[src/rtl/spiht_pkg.sv]
package spiht_pkg;

    localparam int MAG_BITS  = 8;
    localparam int DIM_LOG   = 3;
    localparam int IDX_W     = 2 * DIM_LOG;
    localparam int NCOEF     = 1 << IDX_W;
    localparam int COEF_W    = MAG_BITS + 1;
    localparam int PLANE_W   = $clog2(MAG_BITS);
    localparam int BIG_LOG   = 2 * (DIM_LOG - 1);
    localparam int SMALL_LOG = 2 * (DIM_LOG - 2);
    localparam int BIG_SPAN  = 1 << BIG_LOG;
    localparam int SMALL_SPAN = 1 << SMALL_LOG;

    typedef enum logic [2:0] {
        ST_IDLE,
        ST_SET4,
        ST_SET2,
        ST_PIX,
        ST_SIGN,
        ST_REF,
        ST_DONE
    } enc_state_e;

    // Interleave row and column bits: column bit k -> z[2k], row bit k -> z[2k+1]
    function automatic logic [IDX_W-1:0] raster_to_z(input logic [IDX_W-1:0] a);
        logic [IDX_W-1:0] z;
        for (int k = 0; k < DIM_LOG; k++) begin
            z[2*k]   = a[k];
            z[2*k+1] = a[DIM_LOG+k];
        end
        return z;
    endfunction

endpackage

[src/rtl/spiht_coef_bank.sv]
module spiht_coef_bank
    import spiht_pkg::*;
(
    input  logic               clk,
    input  logic               wr_en,
    input  logic [IDX_W-1:0]   wr_addr,
    input  logic [COEF_W-1:0]  wr_data,
    input  logic [PLANE_W-1:0] plane,
    input  logic [IDX_W-1:0]   rd_idx,
    output logic [NCOEF-1:0]   plane_bits,
    output logic               rd_bit,
    output logic               rd_sign
);

    logic [MAG_BITS-1:0] mag_q  [NCOEF];
    logic                sign_q [NCOEF];
    logic [IDX_W-1:0]    wr_z;

    assign wr_z = raster_to_z(wr_addr);

    always_ff @(posedge clk) begin
        if (wr_en) begin
            mag_q[wr_z]  <= wr_data[MAG_BITS-1:0];
            sign_q[wr_z] <= wr_data[MAG_BITS];
        end
    end

    for (genvar i = 0; i < NCOEF; i++) begin : g_slice
        assign plane_bits[i] = mag_q[i][plane];
    end

    assign rd_bit  = plane_bits[rd_idx];
    assign rd_sign = sign_q[rd_idx];

endmodule

[src/rtl/spiht_sig_flags.sv]
module spiht_sig_flags
    import spiht_pkg::*;
(
    input  logic             clk,
    input  logic             rst_n,
    input  logic             clr,
    input  logic             set_en,
    input  logic [IDX_W-1:0] set_idx,
    output logic [NCOEF-1:0] flags,
    output logic             all_now,
    output logic             all_next
);

    logic [NCOEF-1:0] set_mask;

    assign set_mask = set_en ? ({{(NCOEF-1){1'b0}}, 1'b1} << set_idx) : '0;
    assign all_now  = &flags;
    assign all_next = &(flags | set_mask);

    always_ff @(posedge clk) begin
        if (!rst_n || clr) begin
            flags <= '0;
        end else if (set_en) begin
            flags <= flags | set_mask;
        end
    end

endmodule

[src/rtl/spiht_set_probe.sv]
module spiht_set_probe
    import spiht_pkg::*;
(
    input  logic [NCOEF-1:0] flags,
    input  logic [NCOEF-1:0] plane_bits,
    input  logic [IDX_W-1:0] idx,
    output logic             big_flag,
    output logic             big_hit,
    output logic             small_flag,
    output logic             small_hit
);

    localparam int NBIG   = NCOEF / BIG_SPAN;
    localparam int NSMALL = NCOEF / SMALL_SPAN;

    logic [NBIG-1:0]   bf, bh;
    logic [NSMALL-1:0] sf, sh;

    for (genvar g = 0; g < NBIG; g++) begin : g_big
        assign bf[g] = |flags[g*BIG_SPAN +: BIG_SPAN];
        assign bh[g] = |plane_bits[g*BIG_SPAN +: BIG_SPAN];
    end

    for (genvar q = 0; q < NSMALL; q++) begin : g_small
        assign sf[q] = |flags[q*SMALL_SPAN +: SMALL_SPAN];
        assign sh[q] = |plane_bits[q*SMALL_SPAN +: SMALL_SPAN];
    end

    assign big_flag   = bf[idx[IDX_W-1:BIG_LOG]];
    assign big_hit    = bh[idx[IDX_W-1:BIG_LOG]];
    assign small_flag = sf[idx[IDX_W-1:SMALL_LOG]];
    assign small_hit  = sh[idx[IDX_W-1:SMALL_LOG]];

endmodule

[src/rtl/spiht_block_encoder.sv]
module spiht_block_encoder
    import spiht_pkg::*;
(
    input  logic              clk,
    input  logic              rst_n,
    input  logic              wr_en,
    input  logic [IDX_W-1:0]  wr_addr,
    input  logic [COEF_W-1:0] wr_data,
    input  logic              start,
    output logic              bit_out,
    output logic              bit_valid,
    output logic              done
);

    localparam logic [IDX_W:0]   STEP_BIG   = (IDX_W+1)'(BIG_SPAN);
    localparam logic [IDX_W:0]   STEP_SMALL = (IDX_W+1)'(SMALL_SPAN);
    localparam logic [IDX_W:0]   STEP_ONE   = (IDX_W+1)'(1);
    localparam logic [PLANE_W-1:0] PLANE_TOP = PLANE_W'(MAG_BITS-1);
    localparam logic [PLANE_W-1:0] PLANE_ONE = PLANE_W'(1);

    enc_state_e         state_q, nxt;
    logic [IDX_W-1:0]   idx_q, idx_n;
    logic [PLANE_W-1:0] plane_q, plane_n;
    logic               go, idle_like, accept_wr;
    logic [NCOEF-1:0]   plane_bits, flags;
    logic               pix_bit, pix_sign, pix_flag;
    logic               big_flag, big_hit, small_flag, small_hit;
    logic               all_now, all_next;
    logic               emit, ebit, set_en, clr, adv;
    logic [IDX_W:0]     step, idx_sum;

    assign idle_like = (state_q == ST_IDLE) || (state_q == ST_DONE);
    assign go        = start && idle_like;
    assign accept_wr = wr_en && idle_like;
    assign pix_flag  = flags[idx_q];

    spiht_coef_bank u_bank (
        .clk        (clk),
        .wr_en      (accept_wr),
        .wr_addr    (wr_addr),
        .wr_data    (wr_data),
        .plane      (plane_q),
        .rd_idx     (idx_q),
        .plane_bits (plane_bits),
        .rd_bit     (pix_bit),
        .rd_sign    (pix_sign)
    );

    spiht_sig_flags u_flags (
        .clk      (clk),
        .rst_n    (rst_n),
        .clr      (clr),
        .set_en   (set_en),
        .set_idx  (idx_q),
        .flags    (flags),
        .all_now  (all_now),
        .all_next (all_next)
    );

    spiht_set_probe u_probe (
        .flags      (flags),
        .plane_bits (plane_bits),
        .idx        (idx_q),
        .big_flag   (big_flag),
        .big_hit    (big_hit),
        .small_flag (small_flag),
        .small_hit  (small_hit)
    );

    // Next-state and emission decision
    always_comb begin
        nxt     = state_q;
        idx_n   = idx_q;
        plane_n = plane_q;
        emit    = 1'b0;
        ebit    = 1'b0;
        set_en  = 1'b0;
        clr     = 1'b0;
        adv     = 1'b0;
        step    = '0;
        unique case (state_q)
            ST_IDLE, ST_DONE: begin
                if (go) begin
                    clr     = 1'b1;
                    idx_n   = '0;
                    plane_n = PLANE_TOP;
                    nxt     = ST_SET4;
                end
            end
            ST_SET4: begin
                if (big_flag) begin
                    nxt = ST_SET2;
                end else begin
                    emit = 1'b1;
                    ebit = big_hit;
                    if (big_hit) begin
                        nxt = ST_SET2;
                    end else begin
                        adv  = 1'b1;
                        step = STEP_BIG;
                    end
                end
            end
            ST_SET2: begin
                if (small_flag) begin
                    nxt = ST_PIX;
                end else begin
                    emit = 1'b1;
                    ebit = small_hit;
                    if (small_hit) begin
                        nxt = ST_PIX;
                    end else begin
                        adv  = 1'b1;
                        step = STEP_SMALL;
                    end
                end
            end
            ST_PIX: begin
                emit = 1'b1;
                ebit = pix_bit;
                if (!pix_flag && pix_bit) begin
                    nxt = ST_SIGN;
                end else begin
                    adv  = 1'b1;
                    step = STEP_ONE;
                end
            end
            ST_SIGN: begin
                emit   = 1'b1;
                ebit   = pix_sign;
                set_en = 1'b1;
                adv    = 1'b1;
                step   = STEP_ONE;
            end
            ST_REF: begin
                emit = 1'b1;
                ebit = pix_bit;
                adv  = 1'b1;
                step = STEP_ONE;
            end
            default: nxt = ST_IDLE;
        endcase

        idx_sum = {1'b0, idx_q} + step;

        if (adv) begin
            if (idx_sum[IDX_W]) begin
                idx_n = '0;
                if (plane_q == '0) begin
                    nxt = ST_DONE;
                end else begin
                    plane_n = plane_q - PLANE_ONE;
                    nxt     = all_next ? ST_REF : ST_SET4;
                end
            end else begin
                idx_n = idx_sum[IDX_W-1:0];
                if (state_q == ST_REF) begin
                    nxt = ST_REF;
                end else if (idx_sum[BIG_LOG-1:0] == '0) begin
                    nxt = ST_SET4;
                end else if (idx_sum[SMALL_LOG-1:0] == '0) begin
                    nxt = ST_SET2;
                end else begin
                    nxt = ST_PIX;
                end
            end
        end
    end

    // State register
    always_ff @(posedge clk) begin
        if (!rst_n) begin
            state_q <= ST_IDLE;
            idx_q   <= '0;
            plane_q <= '0;
        end else begin
            state_q <= nxt;
            idx_q   <= idx_n;
            plane_q <= plane_n;
        end
    end

    // Output register
    always_ff @(posedge clk) begin
        if (!rst_n) begin
            bit_out   <= 1'b0;
            bit_valid <= 1'b0;
            done      <= 1'b0;
        end else begin
            bit_out   <= ebit;
            bit_valid <= emit;
            done      <= (state_q == ST_DONE) && !go;
        end
    end

endmodule

[config.mk]
export PLATFORM = sky130hd
export DESIGN_NAME = spiht_block_encoder
export DESIGN_NICKNAME = d
export VERILOG_FILES = /design/src/rtl/spiht_pkg.sv /design/src/rtl/spiht_coef_bank.sv /design/src/rtl/spiht_sig_flags.sv /design/src/rtl/spiht_set_probe.sv /design/src/rtl/spiht_block_encoder.sv
export SDC_FILE = /design/constraint.sdc
export NUM_CORES = 1
export LEC_CHECK = 0
export ABC_AREA = 1
export BUFFER_PORTS_ARGS = -buffer_cell sky130_fd_sc_hd__buf_2
export CAP_MARGIN = 20
export CELL_PAD_IN_SITES_DETAIL_PLACEMENT = 1
export CELL_PAD_IN_SITES_GLOBAL_PLACEMENT = 2
export CORE_MARGIN = 3
export CORE_UTILIZATION = 44
export CTS_BUF_LIST = sky130_fd_sc_hd__clkbuf_4 sky130_fd_sc_hd__clkbuf_8 sky130_fd_sc_hd__clkbuf_16
export DETAILED_ROUTE_END_ITERATION = 6
export GPL_TIMING_DRIVEN = 0
export PLACE_DENSITY_LB_ADDON = 0.12
export RECOVER_POWER = 50
export SETUP_SLACK_MARGIN = 0.1
export SYNTH_ARGS = -nofsm -noshare
export SYNTH_HDL_FRONTEND = slang
export SYNTH_SLANG_ARGS = --single-unit
export TNS_END_PERCENT = 50
[constraint.sdc]
create_clock -name clk -period 5.3 [get_ports clk]
set_input_delay 0.265 -clock clk [delete_from_list [all_inputs] [get_ports clk]]
set_output_delay 0.265 -clock clk [all_outputs]
set_load 0.02 [all_outputs]
==> metrics.txt, run 1 <==
Initial Utilization 44.7%; grt ovf 0; Tmin final around 5000 ps; Fin Setup TNS 0 ps; Fmax 0.199 GHz; Final Instance Area between 30000 and 40000 um^2; drt wl/cell 29.7 um; sequential cell area 19000 um^2; final wirelength approximately 120000 um; Final Hold Viols 0; pin count of the biggest net entering global routing between 60 and 70; unrepaired setup endpoints after global routing no; die height 265 um; Post-Syn Instances 3103; CTS tree built; most frequent cells in the layout nand2_1 (693), edfxtp_1 (576), nor2_1 (473); Main synth FF type edfxtp_1; max-cap viol count 11; DRT antenna net count 0; CTS Buf Count 74; RePlAce Congestion 0.970; syn_area_per_cell about 9.5 um^2; row count 94; Slowest Stage Delay on Critical Path 520 ps; Die Width 265 um; TritonCTS Sinks 661; area of the die around 70000 um^2; Crit path top cell by count nand2_1; hpwl dp 83600 um; Startpoint Class flip-flop; first-pass GRT wire length around 170000 um; routed via count 24400; multi-input combinational cell area 8360 um^2; FF+latch count, synth about 660; I/O Buffers 21; WS Path Type reg -> reg; Crit path max-delay family simple AND/OR/NAND/NOR gates; total leakage power 13.1 nW; DRC 0; final net count ~3300; Core ar. 66100 um^2; fill cell count 7444; critical path's slowest cell dfxtp_2; Vias/cell 5.89; GRT Total Usage 34.9%; number of global-route vias before repair between 20000 and 25000; Clk Latency, worst-skew pair 640 ps; status complete, but fails checks; failing checks capacitance limit, slew limit; syn nets 3128; Final Cycle Share 94.8%; VDD IR max 0.000450 V; cell area after synthesis just under 30000 um^2; clock slew at reported path FFs 70 ps; Least-Margin Pin Slew ~4100 ps; HP Class in -> reg; antenna violations before repair 1; Cell variety after synth 38; htree depth 3; power density over the cells 472 nW/um^2; relative slew slack -171%; crit path buf inv count 7; Max Root-Sink Buffers 3; Synth top area share 58.6%; Critical Path RT 5820 ps; WP data arrival 5540 ps; area delta synth->final 13.2%; final setup fails 0; # IOs 22; most common library cell in the layout ignoring fill and taps nand2_1; First-pass DRT Iterations 6; Ys Warns 0; drt first-iter violations 2951; asr flop ratio synth 0%; Root Buffer clkbuf_16; share of post-route cells with drive strength above 1 between 7 and 8%; Post-synth EDFFs between 500 and 600; worst-path fanout max 10; leading area contributor after synthesis edfxtp_1; Worst Skew 29.2 ps; Worst setup EP type flip-flop; post-CTS setup buffer count 0; Slew Limit Fails about 520; sequential area share after synthesis 64.4%; synth top area cells edfxtp_1 (59%), nand2_1 (8.8%), nor2_1 (6.0%); DP Area 31000 um^2
[path summary, 6_finish.rpt]
kind,depth (start not counted),slack [ps],to,start
setup / recovery,32,280,state_q[2],plane_q[0]
hold / removal,3,380,u_bank.sign_q[40],wr_addr[5]
setup reg to reg,32,280,state_q[2],plane_q[0]
hold reg to reg,2,510,u_flags.flags[38],u_flags.flags[38]
[synthesized netlist by cell type, drive strengths merged (6+ instances only)]
cell type	instances
nand2	695
edfxtp	576
nor2	473
inv	389
nand3	349
o21ai	164
buf	96
dfxtp	85
clkbuf	60
a21oi	59
nand4	42
nor4	21
o22ai	18
o221ai	13
o211ai	12
nor3	11
a22oi	8
a31oi	6
ha	6
[power by group]
part,switching [mW],internal (mW),total (mW)
sequential,0.0391,5.72,5.76
combinational,3.81,1.05,4.86
clock,2.19,2.97,5.15
[registers in the layout, summed over array words and instances (netlist names), named ones only]
signal         count
bit_valid          1
u_bank.mag_q     512
state_q            3
bit_out            1
done               1
u_flags.flags     64
idx_q              6
plane_q            3
u_bank.sign_q     64
[cells by family after synthesis]
logic type | count (synthesis) | share of synthesized area (%)
adders and majority gates | 6 | 0.254
buffers and inverters | 547 | 7.39
xor gates and xnor gates | 4 | 0.119
AOI/OAI and AO/OA | 292 | 5.52
DFF | 661 | 64.4
and+or+nand+nor | 1593 | 22.4
[through the flow]
step	setup slack, ps	hold WS, ps	std cells	utilization [%]	power [mW]
finish	277	385	4149	50.6	15.8
global route	103	428	4147	50.5	16.2
floorplan	1840	363	3103	-	8.21
detailed placement	-371	492	4004	47.0	10.6
CTS	112	36.1	4138	50.7	15.7
global placement	-882	479	3988	46.5	10.4
[area by class of cell]
type	instances	share of cell area [%]
Multi-Input combinational cell	1895	25.0
Timing Repair Buffer	52	1.07
Tap cell	864	3.24
Sequential cell	661	56.9
Antenna cell	2	0.0150
Buffer	156	2.33
Inverter	391	4.43
Clock inverter	37	0.985
Clock buffer	91	6.08
[repair_timing]
item                       CTS  global route
gates resized for setup     14            46
hold endpoints to repair    38             0
setup endpoints to repair   15             5
hold buffers                 6             0
[worst register-to-register path, delay by kind of cell (launching register included)]
| kind | cells | cell delay (ps) |
|---|---|---|
| simple gates | 21 | 2320 |
| buf+inv | 7 | 1290 |
| flops | 1 | 520 |
| compound gates | 2 | 440 |
| fa+ha+maj | 2 | 380 |
[metal layers]
layer	wire length (um)	track usage, %	vias to the layer above
li1	-	-	10600
met1	49800	47.6	12300
met2	55900	55.8	1253
met3	11300	5.61	295
met4	6030	14.9	0
met5	0	0	-
No activity file was read; power rests on OpenSTA's default activity.
==> run 2: changes to the inputs <==
- ABC_AREA: 1 -> unset
- CORE_UTILIZATION: 44 -> 50
==> metrics.txt, run 2 <==
hpwl dp 60800 um (-27%); WS Path Type reg -> reg; DRT antenna net count 0 (unchanged); final net count 1910 (-41%); drt wl/cell 33.9 um (+14%); Die Width 243 um (-8.5%); Critical Path RT 5850 ps (+30 ps); final setup fails 0 (unchanged); row count 86 (-8.5%); grt ovf 0 (unchanged); Power Internal 9.79 mW (+0.45%); Initial Utilization 50.7% (+6.1 points); sequential area share after synthesis 67.9% (+3.5 points); area of the die 58900 um^2 (-16%); Startpoint Class flip-flop; share of post-route cells with drive strength above 1 21.8% (+15 points); min-delay src rst_n; VDD IR max 0.000331 V (-26%); htree depth 3 (unchanged); multi-input combinational cell area 8680 um^2 (+3.9%); GRT Total Usage 31.1% (-3.8 points); number of global-route vias before repair 18200 (-25%); Root Buffer clkbuf_16; routed via count 17800 (-27%); Final WS setup 272 ps (-5.26 ps); First-pass DRT Iterations 5 (-1); clock slew at reported path FFs 70 ps (about the same); M1 GR Usage 44.5% (-3.1 points); Max Root-Sink Buffers 3 (unchanged); pre-CTS setup slack -1690 ps (-1320 ps); final wirelength 91100 um (-26%); Reg-to-Reg Start plane_q[0]; pin count of the biggest net entering global routing 65 (unchanged); HP Class in -> reg; critical path's slowest cell or4b_2; power density over the cells 431 nW/um^2 (-8.8%); failing checks capacitance limit, slew limit; Largest Register u_bank.mag_q; Cell variety after synth 72 (+89%); unrepaired setup endpoints after global routing no; crit path buf inv count 5 (-2); synth top area cells edfxtp_1 (62%), mux4_2 (11%), dfxtp_1 (6.1%); area delta synth->final 14.7%; Main synth FF type edfxtp_1; RePlAce Congestion 0.899 (-7.2%); Fmax 0.199 GHz (-0.10%); routing usage on met2 49.4% (-6.4 points); Crit path max-delay family simple AND/OR/NAND/NOR gates; routing usage on met3 4.81% (-0.81 points); layer with the highest usage met2; Sw Ratio 29.2% (-9.0 points); die height 243 um (-8.5%); total leakage power 10.0 nW (-23%); Fin Setup TNS 0 ps (unchanged); Worst Hold End plane_q[1]; Core ar. 55200 um^2 (-16%); most frequent cells in the layout edfxtp_1 (576), nor2_1 (169), mux4_2 (140); Slew Limit Fails 496 (-4.8%); first-pass GRT wire length 132000 um (-24%); max-cap viol count 10 (-1); Vias/cell 6.65 (+13%); # IOs 22 (unchanged); Final Hold Viols 0 (unchanged); Largest regs u_bank.mag_q (512), u_bank.sign_q (64), u_flags.flags (64); Largest register FFs 512 (unchanged); CTS Buf Count 70 (-5.4%); antenna violations before repair 0 (-1); CTS tree built; Tmin final 5030 ps (+5.26 ps); relative slew slack -175% (-4.5 points); FF+latch count, synth 661 (unchanged); worst hold stages 3 (unchanged); Clk Latency, worst-skew pair 630 ps (about the same); count leader, synth edfxtp_1; drt first-iter violations 2110 (-28%); Antenna diodes 0 (-2); Reg2Reg Depth 18 (-44%); syn nets 1795 (-43%); Post-synth EDFFs 576 (unchanged); Worst Skew 20.8 ps (-8.38 ps); I/O Buffers 18 (-14%); leading area contributor after synthesis edfxtp_1; sw power 4.04 mW (-33%); Ys Warns 0 (unchanged); WP data arrival 5580 ps (+40 ps); Worst setup EP type flip-flop; sequential power share 41.5% (+5.0 points); Least-Margin Pin Slew 4130 ps (+66.9 ps); Post-Syn Instances 1770 (-43%); syn_area_per_cell 15.8 um^2 (+66%); WHS 14.8 ps (-370 ps); most common library cell in the layout ignoring fill and taps edfxtp_1; worst-path fanout max 10 (unchanged); CP cell instances buf_12, buf_6, buf_8, nor2_1, buf_4, a31oi_1, a211o_1, or4b_2, nand3_1, o21ai_0, nor4_2, ha_1, and3_1, o21ai_2, buf_4, nand2_1, a2111oi_2, or3b_1; fill cell count 5046 (-32%); Clock power frac 36.3% (+3.6 points); DRC 0 (unchanged); Finished Core Util 58.2% (+7.6 points); Final Cycle Share 94.9% (+0.099 points); status complete, but fails checks; Comb power frac 22.2% (-8.6 points); reg-to-reg slack, setup 270 ps (about the same); Slowest Stage Delay on Critical Path 730 ps (+210 ps); cell area after synthesis 28000 um^2 (-5.2%); Synth top area share 61.8% (+3.2 points); count of non-filler cells in the finished layout 2685 (-35%); asr flop ratio synth 0% (unchanged); most common library cells after synthesis edfxtp_1 (576), nor2_1 (169), mux4_2 (140); sequential cell area 19000 um^2 (about the same); Post-Place Cells 2552 (-36%); Crit path top cell by count buf_4; TritonCTS Sinks 661 (unchanged)
run 2: cell count changes after synthesis, moves of 30 or more:
cell and delta:
nor2_1 -304, mux2_2 +33, nand2_1 -614, nor4_1 +30
mux2i_1 +82, inv_1 -376, buf_2 -35, mux4_2 +140
a31oi_1 +55, nand3_1 -326, o21ai_0 -125
run 2: through the flow:
step	total power [mW]	instance area, um^2
after global routing	14.2	32100
after global placement	8.53	29000
final	13.8	32100
after detailed placement	8.59	29300
after CTS	13.7	32000
after floorplan	7.46	28000
run 2: repair_timing:
item / CTS / global route
hold buffers: 0 / 0
buffers inserted: 1 / 2
setup endpoints to repair: 18 / 18
pin swaps: 2 / 8
gates resized for setup: 136 / 59
hold endpoints to repair: 0 / 0
run 2: layout make-up:
type | instances | area share [%]
flip-flops and latches | 661 | 59.2
multi-input cells | 980 | 27.0
clock inverters | 35 | 1.20
plain buffers | 116 | 2.64
well taps | 748 | 2.91
clock buffers | 89 | 6.08
repair buffers | 43 | 0.787
inverters | 13 | 0.164
run 2: cell families after synthesis:
kind of cell	share of synthesized area, %
adder cells (fa/ha/maj)	0.268
multiplexers	15.5
XOR/XNOR	0.125
AND/OR/NAND/NOR	8.22
AO/OA/AOI/OAI	5.99
flip-flops	67.9
buffers and inverters	1.99
run 2: how the worst max path moves through the flow:
stage	start	to	slack [ps]	cells past startpoint
global placement	idx_q[1]	idx_q[3]	-1820	19
global route	plane_q[0]	idx_q[3]	90	17
floorplan	idx_q[0]	flip-flop	530	18
detailed placement	plane_q[2]	idx_q[3]	-1690	21
CTS	plane_q[1]	idx_q[3]	110	21
finish	plane_q[0]	flip-flop	270	18
run 2: power groups by stage:
stage / clock network [mW] / logic, mW / registers [mW]
3_3_place_gp: 0 / 2.69 / 5.84
6_report: 5.02 / 3.07 / 5.74
5_1_grt: 5.28 / 3.18 / 5.75
2_1_floorplan: 0 / 1.62 / 5.84
3_5_place_dp: 0 / 2.74 / 5.84
4_1_cts: 5.05 / 2.94 / 5.73
run 2: routing by layer:
metal	vias to the layer above	wire, um
met3	196	6840
met2	889	42900
met5	-	0
met1	9370	37700
met4	0	3600
li1	7387	-
run 2: worst register-to-register path: stages (launching register included):
cell	delay, ps
dfxtp_2	350
buf_12	160
buf_6	190
buf_8	180
nor2_1	360
buf_4	330
a31oi_1	170
a211o_1	360
or4b_2	730
nand3_1	110
o21ai_0	190
nor4_2	250
ha_1	320
and3_1	190
o21ai_2	150
buf_4	200
nand2_1	100
a2111oi_2	400
or3b_1	210
